$ cat src/rtl/i2c_cond_pkg.sv
// Shared types for the I2C bus condition detector.
// Assumes a 5-bit time count; the configuration word is 8 bits wide.
package i2c_cond_pkg;
    localparam int TIME_W = 5;

    typedef enum logic {
        Q_IDLE,
        Q_WAIT
    } qual_state_e;

    typedef struct packed {
        logic              gen_long;
        logic              pin_sda;
        logic              pol_rise;
        logic [TIME_W-1:0] tcount;
    } cond_cfg_t;
endpackage

$ cat src/rtl/i2c_line_sync.sv
// Multi-stage synchronizer for a group of asynchronous lines.
// Assumes idle lines are high, so each stage resets to 1.
module i2c_line_sync #(
    parameter int STAGES = 2,
    parameter int WIDTH  = 2
) (
    input  logic             clk,
    input  logic             rst_n,
    input  logic [WIDTH-1:0] raw_in,
    output logic [WIDTH-1:0] sync_out
);
    for (genvar b = 0; b < WIDTH; b++) begin : g_line
        logic [STAGES-1:0] chain;

        // shift the raw line through the synchronizer stages
        always_ff @(posedge clk) begin
            if (!rst_n) chain <= '1;
            else        chain <= {chain[STAGES-2:0], raw_in[b]};
        end

        assign sync_out[b] = chain[STAGES-1];
    end
endmodule

$ cat src/rtl/i2c_cond_qual.sv
// Qualifies one kind of SDA edge (START or STOP) against the SCL high time.
// Assumes limit is even and non-zero whenever active is 1.
module i2c_cond_qual
    import i2c_cond_pkg::*;
#(
    parameter int TW = TIME_W
) (
    input  logic          clk,
    input  logic          rst_n,
    input  logic          active,
    input  logic          sda_edge,
    input  logic          scl_s,
    input  logic          scl_hi_ok,
    input  logic [TW-1:0] limit,
    output logic          cond_pulse
);
    qual_state_e   state;
    logic [TW-1:0] wait_cnt;
    logic [TW-1:0] last_cnt;

    assign last_cnt = TW'(limit - 1'b1);

    // wait for SCL to stay high for limit cycles after a qualified edge
    always_ff @(posedge clk) begin
        if (!rst_n || !active) begin
            state      <= Q_IDLE;
            wait_cnt   <= '0;
            cond_pulse <= 1'b0;
        end else begin
            cond_pulse <= 1'b0;
            case (state)
                Q_IDLE: begin
                    if (sda_edge && scl_s && scl_hi_ok) begin
                        state    <= Q_WAIT;
                        wait_cnt <= '0;
                    end
                end
                Q_WAIT: begin
                    if (!scl_s) begin
                        state <= Q_IDLE;
                    end else if (wait_cnt == last_cnt) begin
                        state      <= Q_IDLE;
                        cond_pulse <= 1'b1;
                    end else begin
                        wait_cnt <= wait_cnt + 1'b1;
                    end
                end
                default: state <= Q_IDLE;
            endcase
        end
    end

    assert_quiet_when_off_R9: assert property (@(posedge clk) disable iff (!rst_n)
        !active |=> !cond_pulse);
    assert_single_pulse_R5: assert property (@(posedge clk) disable iff (!rst_n)
        cond_pulse |=> !cond_pulse);
    assert_scl_held_R6: assert property (@(posedge clk) disable iff (!rst_n)
        cond_pulse |-> $past(scl_s));
endmodule

$ cat src/rtl/i2c_pin_irq.sv
// Sticky edge interrupt request on a chosen bus line.
// Assumes synchronized inputs; the pin reads as 1 while the bus is disabled.
module i2c_pin_irq (
    input  logic clk,
    input  logic rst_n,
    input  logic bus_en,
    input  logic scl_s,
    input  logic sda_s,
    input  logic pin_sda,
    input  logic pol_rise,
    input  logic irq_clr,
    output logic irq
);
    logic pin_now;
    logic pin_prev;
    logic edge_hit;

    assign pin_now  = bus_en ? (pin_sda ? sda_s : scl_s) : 1'b1;
    assign edge_hit = pol_rise ? (pin_now & ~pin_prev) : (~pin_now & pin_prev);

    // remember the gated pin level of the previous clock
    always_ff @(posedge clk) begin
        if (!rst_n) pin_prev <= 1'b1;
        else        pin_prev <= pin_now;
    end

    // set on a selected edge, clear on strobe, edge wins a tie
    always_ff @(posedge clk) begin
        if (!rst_n)        irq <= 1'b0;
        else if (edge_hit) irq <= 1'b1;
        else if (irq_clr)  irq <= 1'b0;
    end

    assert_irq_sticky_R11: assert property (@(posedge clk) disable iff (!rst_n)
        irq && !irq_clr |=> irq);
endmodule

$ cat src/rtl/i2c_cond_detect.sv
// Top of the I2C START/STOP detector: configuration word, line synchronizers,
// SCL high-time counter, START and STOP qualifiers, busy flag and pin interrupt.
// Assumes a single clock domain and a synchronous active-low reset.
module i2c_cond_detect
    import i2c_cond_pkg::*;
#(
    parameter int SYNC_STAGES = 2
) (
    input  logic              clk,
    input  logic              rst_n,
    input  logic              bus_en,
    input  logic              cfg_we,
    input  logic [7:0]        cfg_wdata,
    input  logic              irq_clr,
    input  logic              scl_in,
    input  logic              sda_in,
    output logic              start_pulse,
    output logic              stop_pulse,
    output logic              bus_busy,
    output logic              pin_irq,
    output logic [TIME_W:0]   gen_time
);
    localparam int TW = TIME_W;
    localparam logic [TW-1:0] HI_MAX = '1;

    cond_cfg_t     cfg;
    logic [1:0]    lines_s;
    logic          scl_s;
    logic          sda_s;
    logic          sda_d;
    logic [TW-1:0] scl_hi_cnt;
    logic          cfg_valid;
    logic          active;
    logic          scl_hi_ok;
    logic          sda_fall;
    logic          sda_rise;

    // load the configuration word on a write strobe
    always_ff @(posedge clk) begin
        if (!rst_n)      cfg <= '0;
        else if (cfg_we) cfg <= cond_cfg_t'(cfg_wdata);
    end

    i2c_line_sync #(
        .STAGES (SYNC_STAGES),
        .WIDTH  (2)
    ) u_sync (
        .clk      (clk),
        .rst_n    (rst_n),
        .raw_in   ({sda_in, scl_in}),
        .sync_out (lines_s)
    );

    assign scl_s = lines_s[0];
    assign sda_s = lines_s[1];

    // keep the previous SDA level for edge detection
    always_ff @(posedge clk) begin
        if (!rst_n) sda_d <= 1'b1;
        else        sda_d <= sda_s;
    end

    // count consecutive SCL-high cycles, saturating
    always_ff @(posedge clk) begin
        if (!rst_n || !scl_s)      scl_hi_cnt <= '0;
        else if (scl_hi_cnt != HI_MAX) scl_hi_cnt <= scl_hi_cnt + 1'b1;
    end

    assign cfg_valid = (cfg.tcount != '0) && !cfg.tcount[0];
    assign active    = bus_en && cfg_valid;
    assign scl_hi_ok = scl_hi_cnt >= (cfg.tcount >> 1);
    assign sda_fall  = sda_d & ~sda_s;
    assign sda_rise  = ~sda_d & sda_s;

    i2c_cond_qual #(.TW(TW)) u_start_q (
        .clk        (clk),
        .rst_n      (rst_n),
        .active     (active),
        .sda_edge   (sda_fall),
        .scl_s      (scl_s),
        .scl_hi_ok  (scl_hi_ok),
        .limit      (cfg.tcount),
        .cond_pulse (start_pulse)
    );

    i2c_cond_qual #(.TW(TW)) u_stop_q (
        .clk        (clk),
        .rst_n      (rst_n),
        .active     (active),
        .sda_edge   (sda_rise),
        .scl_s      (scl_s),
        .scl_hi_ok  (scl_hi_ok),
        .limit      (cfg.tcount),
        .cond_pulse (stop_pulse)
    );

    // track bus ownership between START and STOP
    always_ff @(posedge clk) begin
        if (!rst_n || !bus_en) bus_busy <= 1'b0;
        else if (start_pulse)  bus_busy <= 1'b1;
        else if (stop_pulse)   bus_busy <= 1'b0;
    end

    i2c_pin_irq u_pin_irq (
        .clk      (clk),
        .rst_n    (rst_n),
        .bus_en   (bus_en),
        .scl_s    (scl_s),
        .sda_s    (sda_s),
        .pin_sda  (cfg.pin_sda),
        .pol_rise (cfg.pol_rise),
        .irq_clr  (irq_clr),
        .irq      (pin_irq)
    );

    assign gen_time = cfg.gen_long ? {cfg.tcount, 1'b0} : {1'b0, cfg.tcount};

    assert_busy_drop_R8: assert property (@(posedge clk) disable iff (!rst_n)
        !bus_en |=> !bus_busy);
endmodule

$ cat config.mk
export PLATFORM = sky130hd
export DESIGN_NAME = i2c_cond_detect
export DESIGN_NICKNAME = d
export VERILOG_FILES = /design/src/rtl/i2c_cond_pkg.sv /design/src/rtl/i2c_line_sync.sv /design/src/rtl/i2c_cond_qual.sv /design/src/rtl/i2c_pin_irq.sv /design/src/rtl/i2c_cond_detect.sv
export SDC_FILE = /design/constraint.sdc
export NUM_CORES = 1
export LEC_CHECK = 0
export BUFFER_PORTS_ARGS = -buffer_cell sky130_fd_sc_hd__buf_2
export CAP_MARGIN = 20
export CORE_MARGIN = 2
export CORE_UTILIZATION = 40
export DETAILED_ROUTE_END_ITERATION = 16
export GPL_TIMING_DRIVEN = 0
export REMOVE_ABC_BUFFERS = 1
export SYNTH_ARGS = -nofsm -noshare
export SYNTH_HDL_FRONTEND = slang
export SYNTH_HIERARCHICAL = 1
export SYNTH_SLANG_ARGS = --single-unit
$ cat constraint.sdc
create_clock -name clk -period 6.7 [get_ports clk]
set_clock_uncertainty 0.15 [all_clocks]
set_input_delay 1.34 -clock clk [delete_from_list [all_inputs] [get_ports clk]]
set_output_delay 1.34 -clock clk [all_outputs]
set_load 0.005 [all_outputs]
==> impl_results.md <==
- Status: complete, no violations
- Cell Count Post-Placement: 277
- Worst hold path depth: 1
- Ys Warns: 6
- Global-route usage over all layers: 15.2%
- Rel. slew slack: 48.8%
- RSZ-0062 raised after global routing: no
- Die Y-Extent: 73.2 um
- Total number of vias: 1481
- P_int: 0.334 mW
- Final period util: 43.7%
- IO buf count: 24
- Area share of the largest cell type after synthesis: 36.6%
- Post-synth top flop: dfxtp_1
- Share of layout cells above drive strength 1: 19.0%
- Final min period: 2.93 ns
- Pleak: 0.860 nW
- Hold buffers post-CTS: 0
- Max stage delay on crit path: 0.65 ns
- Combinational Power Share: 11.8%
- Core Region: 0.00466 sq mm
- Setup Buffers After CTS: 0
- Ranking of synthesized cells by area: dfxtp_1, mux2i_1, ha_1
- Clock transition at path regs: 0.07 ns
- Worst Tran Pin Value: 0.766 ns
- Final Net Count: 255
- Placer Congestion: 0.747
- Most frequent cells in the layout: dfxtp_1, buf_2, inv_1, nor2b_1
- Critical path cell sequence: buf_2, nor3b_1, nand4_1, or2_2, o22ai_1
- Avg WL per Cell: 13.2 um
- CTS Buf Count: 5
- Pins Over Slew Limit: 0
- Total grt overflow: 0
- Io pins: 25
- Required @ worst endpoint: 6.76 ns
- Net Sw Frac: 24.6%
- First-pass GRT wire length: 6260 um
- Clk sink count: 35
- Sequential share of the synthesized area: 36.6%
- Setup TNS: 0 ns
- Synthesized flop and latch total: 35
- Critical path arrival: 2.99 ns
- Ys async rst share: 0%
- Htree depth: 2
- Clock share of power: 37.6%
- DP HPWL: 2740 um
- Clk_lat worst skew: 0.28 ns
- Critical path class: in2reg
- Worst vdd ir: 0.124 mV
- Crit end category: flip-flop
- Vias in the first global route: 1310
- CTS tree: done
- Largest net degree at the start of global routing: 24
- 1st-iter DRT viols: 61
- Initial antenna violation count: 0
- Startpoint types: primary input
- Reg2Reg Depth: 7
- Fmax: 341 MHz
- Post-cts sizing count: 0
- Cell Pwr Density: 204 mW/mm^2
- Residual DRC: 0
- Layout Utilization: 46.6%
- Syn_area_per_cell: 9.38 sq um
- Slowest cell on the critical path: nor3b_1
- FP Rows: 25
- Max-Cap Viols: 0
- Area of the mapped netlist: 0.00191 sq mm
- Hold Path Class: reg2reg
- Fin cells: 285
- Post-synthesis cell type count: 38
- CTS max path bufs: 2
- Post-Route WL: 3750 um
- DRT Pass-1 Iters: 4
- Max FO, Critical Path: 6
- Initial Util: 41.1%
- P_sw: 0.109 mW
- Drt via density: 5.20
- Commonest non-fill, non-tap cell in the layout: dfxtp_1
- Post-synth EDFFs: 0
- Hold Fails Final Rpt: 0
- Largest area contributor in the netlist: dfxtp_1
- Die area: 0.00536 sq mm
- Setup-failing EPs final: 0
- Post-DRT Antenna Nets: 0
- Root Driver: clkbuf_8
- Die width: 73.2 um
- Sequential power share: 50.5%
- Post-Synthesis Cells: 204
- Ant diodes: 0
- Layout area overhead: 13.3%
==> area by class of cell <==
class                   instances  area (sq um)
well taps                      54          67.6
multi-input cells             146          1110
flip-flops and latches         35           701
clock buffers                   8           100
inverters                      18          67.6
repair buffers                 24           120
fillers                       455          2490
==> power groups by stage <==
stage	combinational, mW	clock (mW)	sequential (mW)
detailed placement	0.0524	0	0.228
global placement	0.0512	0	0.228
CTS	0.0527	0.173	0.224
floorplan	0.0373	0	0.225
finish	0.0524	0.167	0.224
global route	0.0589	0.182	0.225
==> logic make-up after synthesis <==
family,share of synthesized area [%]
DFF,36.6
xor gates and xnor gates,5.95
adders and majority gates,6.54
buffers and inverters,5.23
and+or+nand+nor,22.4
AOI/OAI and AO/OA,15.9
muxes,7.39
==> flip-flops by register name, indices dropped and copies added (netlist names), 4 cells and up <==
signal	cells
cfg	8
scl_hi_cnt	5
u_start_q/wait_cnt	5
u_stop_q/wait_cnt	5
u_sync/g_line.chain	4
==> cell usage after synthesis, types with 2 or more instances <==
master	n
nand4_1	2
nand3_1	9
o22ai_1	2
o41ai_1	4
buf_2	2
o21ai_0	7
a311oi_4	2
dfxtp_1	35
or3_4	2
and3b_2	2
xor2_1	6
nor2b_1	17
and4bb_2	2
o211ai_1	4
or2_2	2
a41oi_2	2
o311ai_0	4
nor3_1	2
inv_1	18
buf_4	3
ha_1	10
a21oi_1	4
mux2i_1	13
nor2_1	8
xnor2_1	7
nand2_1	13
a31oi_1	2
a211oi_1	3
nand2b_1	8
==> layer usage <==
layer	global-route usage (%)	vias to the layer above	part of all wire (%)
li1	-	778	-
met1	21.1	670	51
met2	22.3	27	44
met3	3.73	6	3.4
met4	6.79	0	1.9
met5	0	-	0
==> per-stage QoR <==
step | cell area, sq um | setup WS [ns] | total power [mW] | hold slack, ns
2_1_floorplan | 1880 | 3.95 | 0.262 | 0.236
3_3_place_gp | 2070 | 3.50 | 0.279 | 0.244
4_1_cts | 2170 | 3.79 | 0.449 | 0.259
3_5_place_dp | 2070 | 3.48 | 0.281 | 0.243
6_report | 2170 | 3.77 | 0.443 | 0.258
5_1_grt | 2170 | 3.60 | 0.466 | 0.286
==> critical path: cells and delay by family <==
kind	cells	cell delay, ns
buf+inv	1	0.13
simple gates	3	1.35
compound gates	1	0.16
==> path summary, 6_finish.rpt <==
path | from | endpoint | slack [ns]
max | bus_en | u_stop_q/wait_cnt[1] | 3.77
min | u_sync/g_line[1].chain[0] | u_sync/g_line[1].chain[1] | 0.26
max reg2reg | cfg[0] | u_stop_q/wait_cnt[1] | 4.15
min reg2reg | u_sync/g_line[1].chain[0] | u_sync/g_line[1].chain[1] | 0.26
(Power assumes the default switching activity.)
